<file path="src/rtl/clkwin_pkg.sv">
// Package: shared constants for the clock register window.
// Assumes byte-wide host data and seven clock bytes above one control byte.
package clkwin_pkg;
    localparam int BYTE_W   = 8;
    localparam int NUM_CLK  = 7;
    localparam int OFF_W    = 3;
    localparam int HALT_BIT = 6;
    localparam int TIME_W   = NUM_CLK * BYTE_W;
    localparam int CAL_W    = BYTE_W - 1;
    typedef logic [BYTE_W-1:0] byte_t;
    typedef logic [OFF_W-1:0]  off_t;
endpackage

</file>
<file path="src/rtl/clkwin_divider.sv">
// Module: one-second divider producing a single-cycle refresh tick.
// Assumes SEC_CYCLES >= 2; restart forces the phase to zero so the next tick
// comes SEC_CYCLES edges after the restarting edge.
module clkwin_divider #(
    parameter int SEC_CYCLES = 32768,
    localparam int CNT_W = (SEC_CYCLES > 2) ? $clog2(SEC_CYCLES) : 1
) (
    input  logic clk,
    input  logic rst_n,
    input  logic restart,
    output logic tick
);
    localparam logic [CNT_W-1:0] LAST = CNT_W'(SEC_CYCLES - 1);

    logic [CNT_W-1:0] count_q;

    assign tick = (count_q == LAST);

    // Purpose: advance the phase counter, wrap at LAST, zero on restart.
    always_ff @(posedge clk) begin
        if (!rst_n || restart) begin
            count_q <= '0;
        end else if (tick) begin
            count_q <= '0;
        end else begin
            count_q <= count_q + 1'b1;
        end
    end

    // a restart is never followed directly by a tick
    a_r9_restart_no_tick: assert property (@(posedge clk) disable iff (!rst_n)
        restart |=> !tick);
    // the phase never leaves its range
    a_r6_phase_range: assert property (@(posedge clk) disable iff (!rst_n)
        count_q <= LAST);
endmodule

</file>
<file path="src/rtl/clkwin_decode.sv">
// Module: address decode of the top-eight-byte window into access strobes.
// Assumes ADDR_W > 3; the window is every address whose upper bits are all ones.
module clkwin_decode
    import clkwin_pkg::*;
#(
    parameter int ADDR_W = 19
) (
    input  logic              cs,
    input  logic              we,
    input  logic [ADDR_W-1:0] addr,
    output logic              wr_ctrl,
    output logic              wr_clk,
    output logic              rd_en,
    output logic              rd_hit,
    output off_t              offset
);
    logic in_window;

    // Purpose: classify the current access by window, direction and offset.
    always_comb begin
        in_window = &addr[ADDR_W-1:OFF_W];
        offset    = addr[OFF_W-1:0];
        wr_ctrl   = cs && we && in_window && (offset == '0);
        wr_clk    = cs && we && in_window && (offset != '0);
        rd_en     = cs && !we;
        rd_hit    = rd_en && in_window;
    end
endmodule

</file>
<file path="src/rtl/clkwin_bank.sv">
// Module: control byte plus seven clock bytes with halted/unhalted refresh.
// Assumes at most one host write per cycle; a host write to a clock byte takes
// priority over a refresh of that same byte.
module clkwin_bank
    import clkwin_pkg::*;
(
    input  logic              clk,
    input  logic              rst_n,
    input  logic              wr_ctrl,
    input  logic              wr_clk,
    input  off_t              offset,
    input  byte_t             wdata,
    input  logic              tick,
    input  logic [TIME_W-1:0] cnt_time,
    output byte_t             ctrl_q,
    output logic [TIME_W-1:0] clk_bytes,
    output logic              restart
);
    logic halt_q;
    logic do_refresh;

    assign halt_q     = ctrl_q[HALT_BIT];
    // Halt is judged on the stored bit, so a same-edge halt write lets a due refresh finish.
    assign do_refresh = tick && !halt_q;
    assign restart    = wr_ctrl && halt_q && !wdata[HALT_BIT];

    // Purpose: hold the control byte written by the host.
    always_ff @(posedge clk) begin
        if (!rst_n) begin
            ctrl_q <= '0;
        end else if (wr_ctrl) begin
            ctrl_q <= wdata;
        end
    end

    for (genvar k = 1; k <= NUM_CLK; k++) begin : g_clk
        // Purpose: one clock byte, host write first, else counter refresh.
        always_ff @(posedge clk) begin
            if (!rst_n) begin
                clk_bytes[BYTE_W*(k-1) +: BYTE_W] <= '0;
            end else if (wr_clk && (offset == OFF_W'(k))) begin
                clk_bytes[BYTE_W*(k-1) +: BYTE_W] <= wdata;
            end else if (do_refresh) begin
                clk_bytes[BYTE_W*(k-1) +: BYTE_W] <= cnt_time[BYTE_W*(k-1) +: BYTE_W];
            end
        end
    end

    // halted and no host write, the snapshot does not move
    a_r7_halt_hold: assert property (@(posedge clk) disable iff (!rst_n)
        (halt_q && !wr_clk) |=> $stable(clk_bytes));
    // an unhalted tick copies all seven counter bytes at once
    a_r6_refresh_copy: assert property (@(posedge clk) disable iff (!rst_n)
        (tick && !halt_q && !wr_clk) |=> (clk_bytes == $past(cnt_time)));
    // a halt written at a due tick still lets the refresh land
    a_r8_halt_late: assert property (@(posedge clk) disable iff (!rst_n)
        (tick && !halt_q && wr_ctrl && wdata[HALT_BIT] && !wr_clk)
            |=> (clk_bytes == $past(cnt_time)) && halt_q);
endmodule

</file>
<file path="src/rtl/clock_snapshot_window.sv">
// Module: top of the clock register window; host read port, load request
// output and calibration output around the decoder, divider and bank.
// Assumes a synchronous host bus issuing at most one access per cycle.
module clock_snapshot_window
    import clkwin_pkg::*;
#(
    parameter int ADDR_W     = 19,
    parameter int SEC_CYCLES = 32768
) (
    input  logic                clk,
    input  logic                rst_n,
    input  logic                bus_cs,
    input  logic                bus_we,
    input  logic [ADDR_W-1:0]   bus_addr,
    input  logic [BYTE_W-1:0]   bus_wdata,
    output logic [BYTE_W-1:0]   bus_rdata,
    output logic                bus_rvalid,
    input  logic [TIME_W-1:0]   cnt_time,
    output logic                load_req,
    output logic [OFF_W-1:0]    load_idx,
    output logic [BYTE_W-1:0]   load_data,
    output logic [CAL_W-1:0]    calib
);
    logic              wr_ctrl, wr_clk, rd_en, rd_hit, tick, restart;
    off_t              offset;
    byte_t             ctrl_q;
    logic [TIME_W-1:0] clk_bytes;
    byte_t             rd_mux;

    clkwin_decode #(.ADDR_W(ADDR_W)) u_dec (
        .cs(bus_cs), .we(bus_we), .addr(bus_addr),
        .wr_ctrl(wr_ctrl), .wr_clk(wr_clk), .rd_en(rd_en),
        .rd_hit(rd_hit), .offset(offset)
    );

    clkwin_divider #(.SEC_CYCLES(SEC_CYCLES)) u_div (
        .clk(clk), .rst_n(rst_n), .restart(restart), .tick(tick)
    );

    clkwin_bank u_bank (
        .clk(clk), .rst_n(rst_n), .wr_ctrl(wr_ctrl), .wr_clk(wr_clk),
        .offset(offset), .wdata(bus_wdata), .tick(tick), .cnt_time(cnt_time),
        .ctrl_q(ctrl_q), .clk_bytes(clk_bytes), .restart(restart)
    );

    // Purpose: select the addressed byte of the window.
    always_comb begin
        rd_mux = ctrl_q;
        for (int k = 1; k <= NUM_CLK; k++) begin
            if (offset == OFF_W'(k)) begin
                rd_mux = clk_bytes[BYTE_W*(k-1) +: BYTE_W];
            end
        end
    end

    // Purpose: register read data; out-of-window reads return zero.
    always_ff @(posedge clk) begin
        if (!rst_n) begin
            bus_rdata  <= '0;
            bus_rvalid <= 1'b0;
        end else begin
            bus_rvalid <= rd_en;
            bus_rdata  <= rd_hit ? rd_mux : '0;
        end
    end

    // Purpose: announce host clock-byte writes to the counter for one cycle.
    always_ff @(posedge clk) begin
        if (!rst_n) begin
            load_req  <= 1'b0;
            load_idx  <= '0;
            load_data <= '0;
        end else begin
            load_req <= wr_clk;
            if (wr_clk) begin
                load_idx  <= offset;
                load_data <= bus_wdata;
            end
        end
    end

    assign calib = {ctrl_q[BYTE_W-1], ctrl_q[HALT_BIT-1:0]};

    // each clock-byte write yields one load pulse with its offset and data
    a_r5_load_pulse: assert property (@(posedge clk) disable iff (!rst_n)
        wr_clk |=> load_req && (load_idx == $past(bus_addr[OFF_W-1:0]))
                   && (load_data == $past(bus_wdata)));
    // no load pulse without a clock-byte write
    a_r5_no_spurious_load: assert property (@(posedge clk) disable iff (!rst_n)
        !wr_clk |=> !load_req);
    // calibration output follows the last control write
    a_r10_calib_follow: assert property (@(posedge clk) disable iff (!rst_n)
        wr_ctrl |=> (calib == {$past(bus_wdata[BYTE_W-1]), $past(bus_wdata[HALT_BIT-1:0])}));
    // read data is valid exactly one cycle after a read strobe
    a_r3_rvalid: assert property (@(posedge clk) disable iff (!rst_n)
        (bus_cs && !bus_we) |=> bus_rvalid);
    // reads outside the window return zero
    a_r2_outside_zero: assert property (@(posedge clk) disable iff (!rst_n)
        (bus_cs && !bus_we && !(&bus_addr[ADDR_W-1:OFF_W])) |=> (bus_rdata == '0));
endmodule

</file>
<file path="config.mk">
export PLATFORM = sky130hd
export DESIGN_NAME = clock_snapshot_window
export DESIGN_NICKNAME = d
export VERILOG_FILES = /design/src/rtl/clkwin_pkg.sv /design/src/rtl/clkwin_divider.sv /design/src/rtl/clkwin_decode.sv /design/src/rtl/clkwin_bank.sv /design/src/rtl/clock_snapshot_window.sv
export SDC_FILE = /design/constraint.sdc
export NUM_CORES = 1
export LEC_CHECK = 0
export ABC_AREA = 1
export BUFFER_PORTS_ARGS = -buffer_cell sky130_fd_sc_hd__buf_2
export CAP_MARGIN = 25
export CORE_ASPECT_RATIO = 1.2
export CORE_MARGIN = 2
export CORE_UTILIZATION = 45
export DETAILED_ROUTE_END_ITERATION = 8
export HOLD_SLACK_MARGIN = 0.05
export PLACE_DENSITY = 0.65
export SLEW_MARGIN = 20
export SYNTH_ARGS = -nofsm -noshare
export SYNTH_HDL_FRONTEND = slang
export SYNTH_SLANG_ARGS = --single-unit
export TNS_END_PERCENT = 1
</file>
<file path="constraint.sdc">
create_clock -name clk -period 4.18 [get_ports clk]
set_clock_uncertainty 0.1 [all_clocks]
set_input_delay 0.627 -clock clk [delete_from_list [all_inputs] [get_ports clk]]
set_output_delay 0.627 -clock clk [all_outputs]
set_load 0.005 [all_outputs]
</file>
Yosys cells after proc, flatten, opt, wreduce, memory -nomap -nowiden
Cells that the tools add are included.
{"block": "totals", "ff_bits": 100, "output_inout_bits": 28, "wordCells": 77, "in_bits": 87}
{"block": "classes", "muxes": 21, "eq_ne": 8, "reduce_logical": 33, "addsub": 1}
{"cell": "2-to-1 mux 8 bit", "n": 21}
{"cell": "logical AND 1 bit", "n": 16}
{"cell": "AND reduction 16 bit", "n": 1}
{"cell": "adder 15 x 1 -> 15 bit (second input constant)", "n": 1}
{"cell": "equality test 15 bit (second input constant)", "n": 1}
{"cell": "nonzero test 2 bit", "n": 7}
{"cell": "equality test 3 bit (second input constant)", "n": 4}
{"cell": "equality test 3 x 2 -> 1 bit (second input constant)", "n": 2}
{"cell": "zero test 1 bit", "n": 4}
{"cell": "equality test 3 x 1 -> 1 bit (second input constant)", "n": 1}
{"cell": "zero test 3 bit", "n": 1}
{"cell": "nonzero test 3 bit", "n": 1}
{"cell": "AND reduction 2 bit", "n": 1}
{"cell": "OR reduction 2 bit", "n": 1}
{"cell": "logical OR 1 bit", "n": 1}

Longest topological paths before layout
Gate-level depths: netlist (run 1).
{"block": "depth", "word_depth": 8, "ltp_mapped": 13, "ltp_nobuf": 13}

Modules after synthesis
From an unflattened synthesis (run 1), not the netlist that was laid out.
{"block": "hier_totals", "cells_unflattened": 847, "area_unflattened_um2": 5421.4}
{"module": "clkwin_bank", "seq_area_each_um2": 1281.2, "area_per_inst_um2": 3198.1, "cells_each": 482, "n_inst": 1}
{"module": "clock_snapshot_window", "seq_area_each_um2": 420.4, "area_per_inst_um2": 1303.8, "cells_each": 219, "n_inst": 1}
{"module": "clkwin_divider", "seq_area_each_um2": 300.3, "area_per_inst_um2": 794.5, "cells_each": 117, "n_inst": 1}
{"module": "clkwin_decode", "seq_area_each_um2": 0.0, "area_per_inst_um2": 125.1, "cells_each": 29, "n_inst": 1}

Least setup slack after synthesis (run 1)
Ideal clock, no wire load.
{"block": "synth_timing", "path_type": "in2reg", "from": "in bus_addr[7]", "to": "reg u_div.count_q[12]", "n_path_buf": 1, "t_arrival_ps": 1795, "setup_slack_ps": 2169, "setup_ps": 116, "stages": 10, "required_ps": 3964, "path_cell_list": "nand2_1 nor2_1 nand2_1 nor2_1 nand2_2 nor2_1 nand3_1 nand3_1 buf_4 nor2_1"}
{"block": "synth_via", "elab_chain_len": 7}
{"element": "start, declared", "line": "clock_snapshot_window.sv:14", "source": "input logic [ADDR_W-1:0] bus_addr,"}
{"element": "AND reduction 16 bit", "line": "clkwin_decode.sv:21", "source": "in_window = &addr[ADDR_W-1:OFF_W];"}
{"element": "logical AND 1 bit (2 in series)", "line": "clkwin_decode.sv:23", "source": "wr_ctrl = cs && we && in_window && (offset == '0);"}
{"element": "logical AND 1 bit (2 in series)", "line": "clkwin_bank.sv:25", "source": "assign restart = wr_ctrl && halt_q && !wdata[HALT_BIT];"}
{"element": "logical OR 1 bit", "line": "clkwin_divider.sv:21", "source": "if (!rst_n || restart) begin"}
{"element": "OR reduction 2 bit (no line)"}
{"element": "end signal, assigned", "line": "clkwin_divider.sv:26", "source": "count_q <= count_q + 1'b1;"}
{"element": "end, declared", "line": "clkwin_divider.sv:15", "source": "logic [CNT_W-1:0] count_q;"}
Every way passes these cells.
A chain may end at the register's enable or synchronous reset.

Worst setup path after layout (run 1)
{"block": "layout_timing", "from": "in bus_we", "to": "reg u_bank.clk_bytes[36]"}
{"block": "layout_via", "elab_chain_len": 5, "elab_cells_between_ends": 6, "classes_between": "1 x mux; 5 x reduce/logical"}
{"element": "start, declared", "line": "clock_snapshot_window.sv:13", "source": "input logic bus_we,"}
{"element": "logical AND 1 bit (*) (3 in series)", "line": "clkwin_decode.sv:24", "source": "wr_clk = cs && we && in_window && (offset != '0);"}
{"element": "logical AND 1 bit (*)", "line": "clkwin_bank.sv:41", "source": "end else if (wr_clk && (offset == OFF_W'(k))) begin"}
{"element": "2-to-1 mux 8 bit or nonzero test 2 bit (tied branches)"}
{"element": "end signal, assigned by index", "line": "clkwin_bank.sv:42", "source": "clk_bytes[BYTE_W*(k-1) +: BYTE_W] <= wdata;"}
{"element": "end signal, assigned by index", "line": "clkwin_bank.sv:44", "source": "clk_bytes[BYTE_W*(k-1) +: BYTE_W] <= cnt_time[BYTE_W*(k-1) +: BYTE_W];"}
{"element": "end, declared", "line": "clkwin_bank.sv:16", "source": "output logic [TIME_W-1:0] clk_bytes,"}
Mark *: on every way between the ends. The rest lies on a longest branch, timed or not.

==> metrics.csv, run 1 <==
metric,value,unit
outcome,"finished, final reports clean",
async_flop_share,0,%
yosys_most_used_dff,dfxtp_1,
critical-path-max-stage-delay,0.49,ns
setup.worst_path.end_class,register,
grt_first_pass_wirelength,26900,um
vdd_drop_max,0.209,mV
crit_type,input pin to register,
place_area,6020,um^2
yosys-top-cells-area,"dfxtp_1 37%, nand3_1 14%, nand2_1 13%",
max-cap-violations,0,
clock_path_buffers,2,
critical_path.top_delay_family,simple AND/OR/NAND/NOR gates,
post_cts_resized,0,
rsz0062_at_grt,false,
yosysTopAreaCellShare,36.9,%
dieArea,13000,um^2
antenna_left,0,
postCtsSetupRepairBufs,0,
nNetsFinal,1016,
tritoncts,built,
grt_max_degree,60,
worst_ep_arrival_time,2.68,ns
fin_crit,2.54,ns
worstPathCellList,buf_2 > nand2_1 > inv_1 > nand2_2 > inv_1 > nand2_1 > nand2_1 > inv_1 > nand2_1 > a21oi_1,
syn_inst,841,
finalSetupViolCount,0,
via_per_inst,5.31,
clock_sinks,100,
cp_data_required_time,4.32,ns
antenna_found_initial,0,
antenna_cells,0,
drc,0,
cp_common_cell,nand2_1,
ys_types,33,
io_buffer_count,114,
design_area,6330,um^2
crit_path_max_fanout,32,
stdcell_count,1090,
yosysWarnings,0,
wl_per_cell,15.8,um
period_share,60.9,%
gp_congestion,0.985,
start_util,46.5,%
power_density,316,nW/um^2
finalHoldViolCount,0,
synth_area_per_cell,6.45,um^2
hpwl,12300,um
slowest_stage,buf_2,
hold_buffers,0,
drt_iter0_drc,559,
worst_hold_slack,0.352,ns
leakage,3.26,nW
tightest_slew,0.842,ns
clock.fmax,0.393,GHz
fill_cells,1263,
crit_buf_inv,4,
startpoint_type,input pin,
syn_nets,929,
multi_input_area,2750,um^2
grt_usage,26.5,%
hold_class,register to register,
setup_tns,0,ns
h-tree-depth,3,
die_h,124,um
slew_viol_final,0,
seqCellArea,2000,um^2
grt_remaining_overflow,0,
clk_latency,0.36,ns
syn_to_final_growth,16.7,%
cts-root-buf,clkbuf_16,
grt_pass1_vias,5257,
seq_area_frac_synth,36.9,%
synth-edff-count,0,
wl,17200,um
yosysTopAreaCell,dfxtp_1,
place_inst,1074,
core_area,11700,um^2
path_clk_slew,0.07,ns
die_w,104,um
cts_buffers,9,
io-pin-count,115,
synth_area,5420,um^2
synth_seq_cells,100,
drive_above_1_share,17.1,%
vias,5786,
rows,43,
first_pass_iters,6,
max_slew_margin,43.7,%
-- metal layers --
layer	track usage [%]	wire (um)	share of wire, %	vias to the layer above
met3	5.49	1380	8.0	50
met2	44.2	8110	47	248
li1	-	-	-	2903
met4	11.0	667	3.9	0
met5	0	0	0	-
met1	33.1	7080	41	2585
-- metrics by stage --
stage	util (%)	setup WS, ns	total power, mW
after global placement	51.6	1.40	1.15
final	54.2	1.64	2.00
after CTS	54.2	1.71	2.00
after floorplan	-	2.17	1.06
after global routing	54.2	1.41	2.07
after detailed placement	51.6	1.34	1.14
-- final cells by class --
| class | instances | share of cell area [%] |
|---|---|---|
| Timing Repair Buffer | 122 | 9.96 |
| Clock buffer | 9 | 3.56 |
| Clock inverter | 7 | 1.32 |
| Tap cell | 157 | 3.10 |
| Inverter | 118 | 7.04 |
| Multi-Input combinational cell | 577 | 43.4 |
| Sequential cell | 100 | 31.6 |
-- synth_stat cells, types with 6 or more instances --
master / instances
a21oi_1: 48
buf_2: 10
buf_4: 11
clkbuf_1: 19
dfxtp_1: 100
inv_1: 109
inv_2: 7
nand2_1: 191
nand3_1: 147
nand4_1: 37
nor2_1: 68
nor3_1: 11
o211ai_1: 6
o21ai_0: 34
-- state kept, by name (all words and copies together) (netlist names) --
register / flops
bus_rvalid: 1
u_bank.ctrl_q: 8
bus_rdata: 8
load_req: 1
u_div.count_q: 15
load_idx: 3
load_data: 8
u_bank.clk_bytes: 56
-- report_power, final --
| part | internal (mW) | total, mW | switching [mW] |
|---|---|---|---|
| sequential | 0.954 | 0.956 | 0.00166 |
| combinational | 0.0559 | 0.171 | 0.116 |
| clock | 0.474 | 0.875 | 0.401 |
-- placed cells by master (no fill, tap or decap), types with 9 or more instances in the layout --
| cell | Yosys | routed |
|---|---|---|
| inv_1 | 109 | 109 |
| buf_2 | 10 | 114 |
| clkbuf_16 | 0 | 9 |
| nor2_1 | 68 | 67 |
| nor3_1 | 11 | 9 |
| dfxtp_1 | 100 | 100 |
| nand4_1 | 37 | 37 |
| a21oi_1 | 48 | 48 |
| o21ai_0 | 34 | 34 |
| nand3_1 | 147 | 147 |
| nand2_1 | 191 | 191 |
-- cell families after synthesis --
kind of cell,Yosys count,share of synthesized area [%]
simple gates,476,40.1
compound gates,92,8.77
fa+ha+maj,1,0.231
flops,100,36.9
xor+xnor,8,1.29
buf+inv,164,12.7
-- final timing paths --
| check | startpoint | end | slack, ns | depth (start not counted) |
|---|---|---|---|---|
| worst min-delay path | u_div.count_q[0] | u_div.count_q[0] | 0.35 | 1 |
| worst max register to register | u_div.count_q[0] | u_bank.clk_bytes[36] | 1.70 | 8 |
| worst max-delay path | bus_we | u_bank.clk_bytes[36] | 1.64 | 10 |
| worst min register to register | u_div.count_q[0] | u_div.count_q[0] | 0.35 | 1 |
(Power assumes the default switching activity.)
==> run 2, diff against run 1 <==
- ABC_AREA: 1 -> 0
- PLACE_DENSITY: 0.65 -> 0.68
- clock period: 4.18 -> 2.31 ns (I/O delays scaled with it)
==> run 2 against run 1 <==
Cell area shrank 3.1%; synthesized cell count shrank 33%; largest cell class unchanged; largest power group unchanged; combinational power grew 81%.
==> metrics.csv, run 2 <==
metric,value,unit
seqCellArea,2000,um^2
p_seq_share,46.6,%
max_slew_margin,60.3,%
hold_class,input pin to register,
drc,0,
io-pin-count,115,
synth-edff-count,0,
wl_per_cell,19.7,um
p_sw,0.825,mW
fin_crit,2.04,ns
power_density,607,nW/um^2
finalSetupViolCount,0,
slowest_stage,dfxtp_1,
grt_remaining_overflow,0,
core_area,11000,um^2
final_cell_mix,"114 x buf_2, 100 x dfxtp_1, 82 x mux2i_1",
hpwl,11200,um
drt_iter0_drc,391,
die_h,121,um
setup_tns,0,ns
largest_reg_flops,56,
clock_sinks,100,
yosys-top-cells-area,"dfxtp_1 39%, mux2i_1 16%, o31ai_1 8.4%",
clockPowerShare,45.1,%
rr_worst_depth,7,
r2r_slack,0.27,ns
postCtsSetupRepairBufs,0,
path_clk_slew,0.07,ns
crit_path_max_fanout,39,
period_share,88.4,%
syn_inst,560,
die_w,101,um
intPower,2.90,mW
h-tree-depth,3,
place_inst,772,
startpoint,u_div.count_q[0],
top_regs,"u_bank.clk_bytes x56, u_div.count_q x15",
synth_area_per_cell,9.11,um^2
critical-path-max-stage-delay,0.37,ns
antenna_cells,0,
seq_area_frac_synth,39.2,%
gp_congestion,0.922,
final_common_cell,buf_2,
start_util,46.2,%
synthMostInstantiatedCell,dfxtp_1,
first_pass_iters,5,
wl,15500,um
largest-register,u_bank.clk_bytes,
syn_to_final_growth,20.2,%
stdcell_count,788,
tightest_slew,0.581,ns
cts_buffers,9,
yosysTopAreaCellShare,39.2,%
nNetsFinal,739,
grt_usage,26.0,%
r2r-end,u_bank.clk_bytes[20],
outcome,"finished, final reports clean",
tritoncts,built,
synth_common_cells,"100 x dfxtp_1, 82 x mux2i_1, 63 x a21oi_1, 57 x o31ai_1, 38 x nand2_1",
cts-root-buf,clkbuf_16,
multi_input_area,2790,um^2
grt_max_degree,89,
worstPathCellList,ha_1 > nand3_1 > nor4_2 > buf_4 > buf_12 > mux2i_1 > a21oi_1,
antenna_left,0,
io_buffer_count,114,
via_per_inst,6.04,
worst_ep_arrival_time,2.16,ns
syn_nets,648,
grt_pass1_vias,4711,
timing.rr.start,u_div.count_q[0],
cp_data_required_time,2.43,ns
rows,42,
p_sw_share,22.2,%
yosysTopAreaCell,dfxtp_1,
yosysWarnings,0,
finalHoldViolCount,0,
clock.fmax,0.490,GHz
slew_viol_final,0,
hold_buffers,0,
ys_types,47,
comb_power_share,8.3,%
synth_seq_cells,100,
crit_type,register to register,
rsz0062_at_grt,false,
startpoint_type,register,
vdd_drop_max,0.336,mV
clock_path_buffers,2,
setup.worst_path.end_class,register,
cp-endpoint,u_bank.clk_bytes[20],
drive_above_1_share,25.3,%
max-cap-violations,0,
leakage,2.34,nW
synth_area,5100,um^2
post_cts_resized,0,
antenna_found_initial,0,
yosys_most_used_dff,dfxtp_1,
dieArea,12200,um^2
async_flop_share,0,%
vias,4761,
clk_latency,0.35,ns
grt_first_pass_wirelength,24500,um
fill_cells,1063,
run 2: changes by cell type after synthesis, moves of 9 or more:
cell / before / now
nand4_1: 37 / 7
nor2_1: 68 / 15
o21ai_0: 34 / 8
nand2_1: 191 / 38
o31ai_1: 0 / 57
inv_1: 109 / 4
nor3_1: 11 / 23
nand3_1: 147 / 18
buf_1: 4 / 13
a21oi_1: 48 / 63
mux2i_1: 0 / 82
run 2: how the worst min path moves through the flow:
stage / start / endpoint / slack, ns / cells after the start
after floorplan: u_div.count_q[0] / u_div.count_q[0] / 0.35 / 1
after global placement: load_data[7] / load_data[7] / 0.36 / 2
after detailed placement: load_data[1] / load_data[1] / 0.36 / 2
after CTS: cnt_time[2] / u_bank.clk_bytes[2] / 0.17 / 3
after global routing: cnt_time[54] / u_bank.clk_bytes[54] / 0.20 / 3
final: cnt_time[2] / u_bank.clk_bytes[2] / 0.18 / 3
run 2: cell families after synthesis:
kind of cell               after synthesis  share of synthesized area, %
and+or+nand+nor                        136                          13.8
adders and majority gates                1                         0.245
DFF                                    100                          39.2
muxes                                   89                          17.8
AOI/OAI and AO/OA                      159                          20.3
buffers and inverters                   62                          6.28
xor gates and xnor gates                13                          2.23
run 2: per-stage QoR:
stage / hold WS [ns] / instance area [um^2] / util [%] / setup WS [ns] / power (mW)
2_1_floorplan: 0.349 / 5100 / - / 0.383 / 1.93
3_3_place_gp: 0.357 / 5800 / 52.5 / 0.226 / 2.07
3_5_place_dp: 0.362 / 5800 / 52.5 / 0.178 / 2.08
4_1_cts: 0.172 / 6130 / 55.6 / 0.252 / 3.74
5_1_grt: 0.198 / 6130 / 55.6 / 0.108 / 3.85
6_report: 0.175 / 6130 / 55.6 / 0.268 / 3.72
run 2: area by class of cell:
cell class                 instances  share of cell area, %
multi-input combinational        398                   45.5
tap                              132                   2.69
sequential                       100                   32.6
clock buffer                      13                   4.41
inverter                           4                  0.245
timing repair buffer             138                   13.5
clock inverter                     3                   1.10
run 2: worst max-delay path, delay by kind of cell, from the launching register on:
family,cells,cell delay (ns)
and+or+nand+nor,2,0.42
DFF,1,0.37
AOI/OAI and AO/OA,1,0.09
muxes,1,0.25
adders and majority gates,1,0.19
buffers and inverters,2,0.45
run 2: layer usage:
layer / global-route usage (%) / share of wire, % / vias up
li1: - / - / 2272
met1: 32.0 / 41 / 2241
met2: 44.3 / 50 / 208
met3: 5.26 / 5.6 / 40
met4: 10.1 / 3.2 / 0
met5: 0 / 0 / -
run 2: power groups by stage:
stage	Sequential [mW]	Combinational, mW	Clock, mW
2_1_floorplan	1.77	0.163	0
3_3_place_gp	1.77	0.299	0
4_1_cts	1.73	0.305	1.70
5_1_grt	1.73	0.335	1.78
6_report	1.73	0.309	1.68
3_5_place_dp	1.77	0.303	0
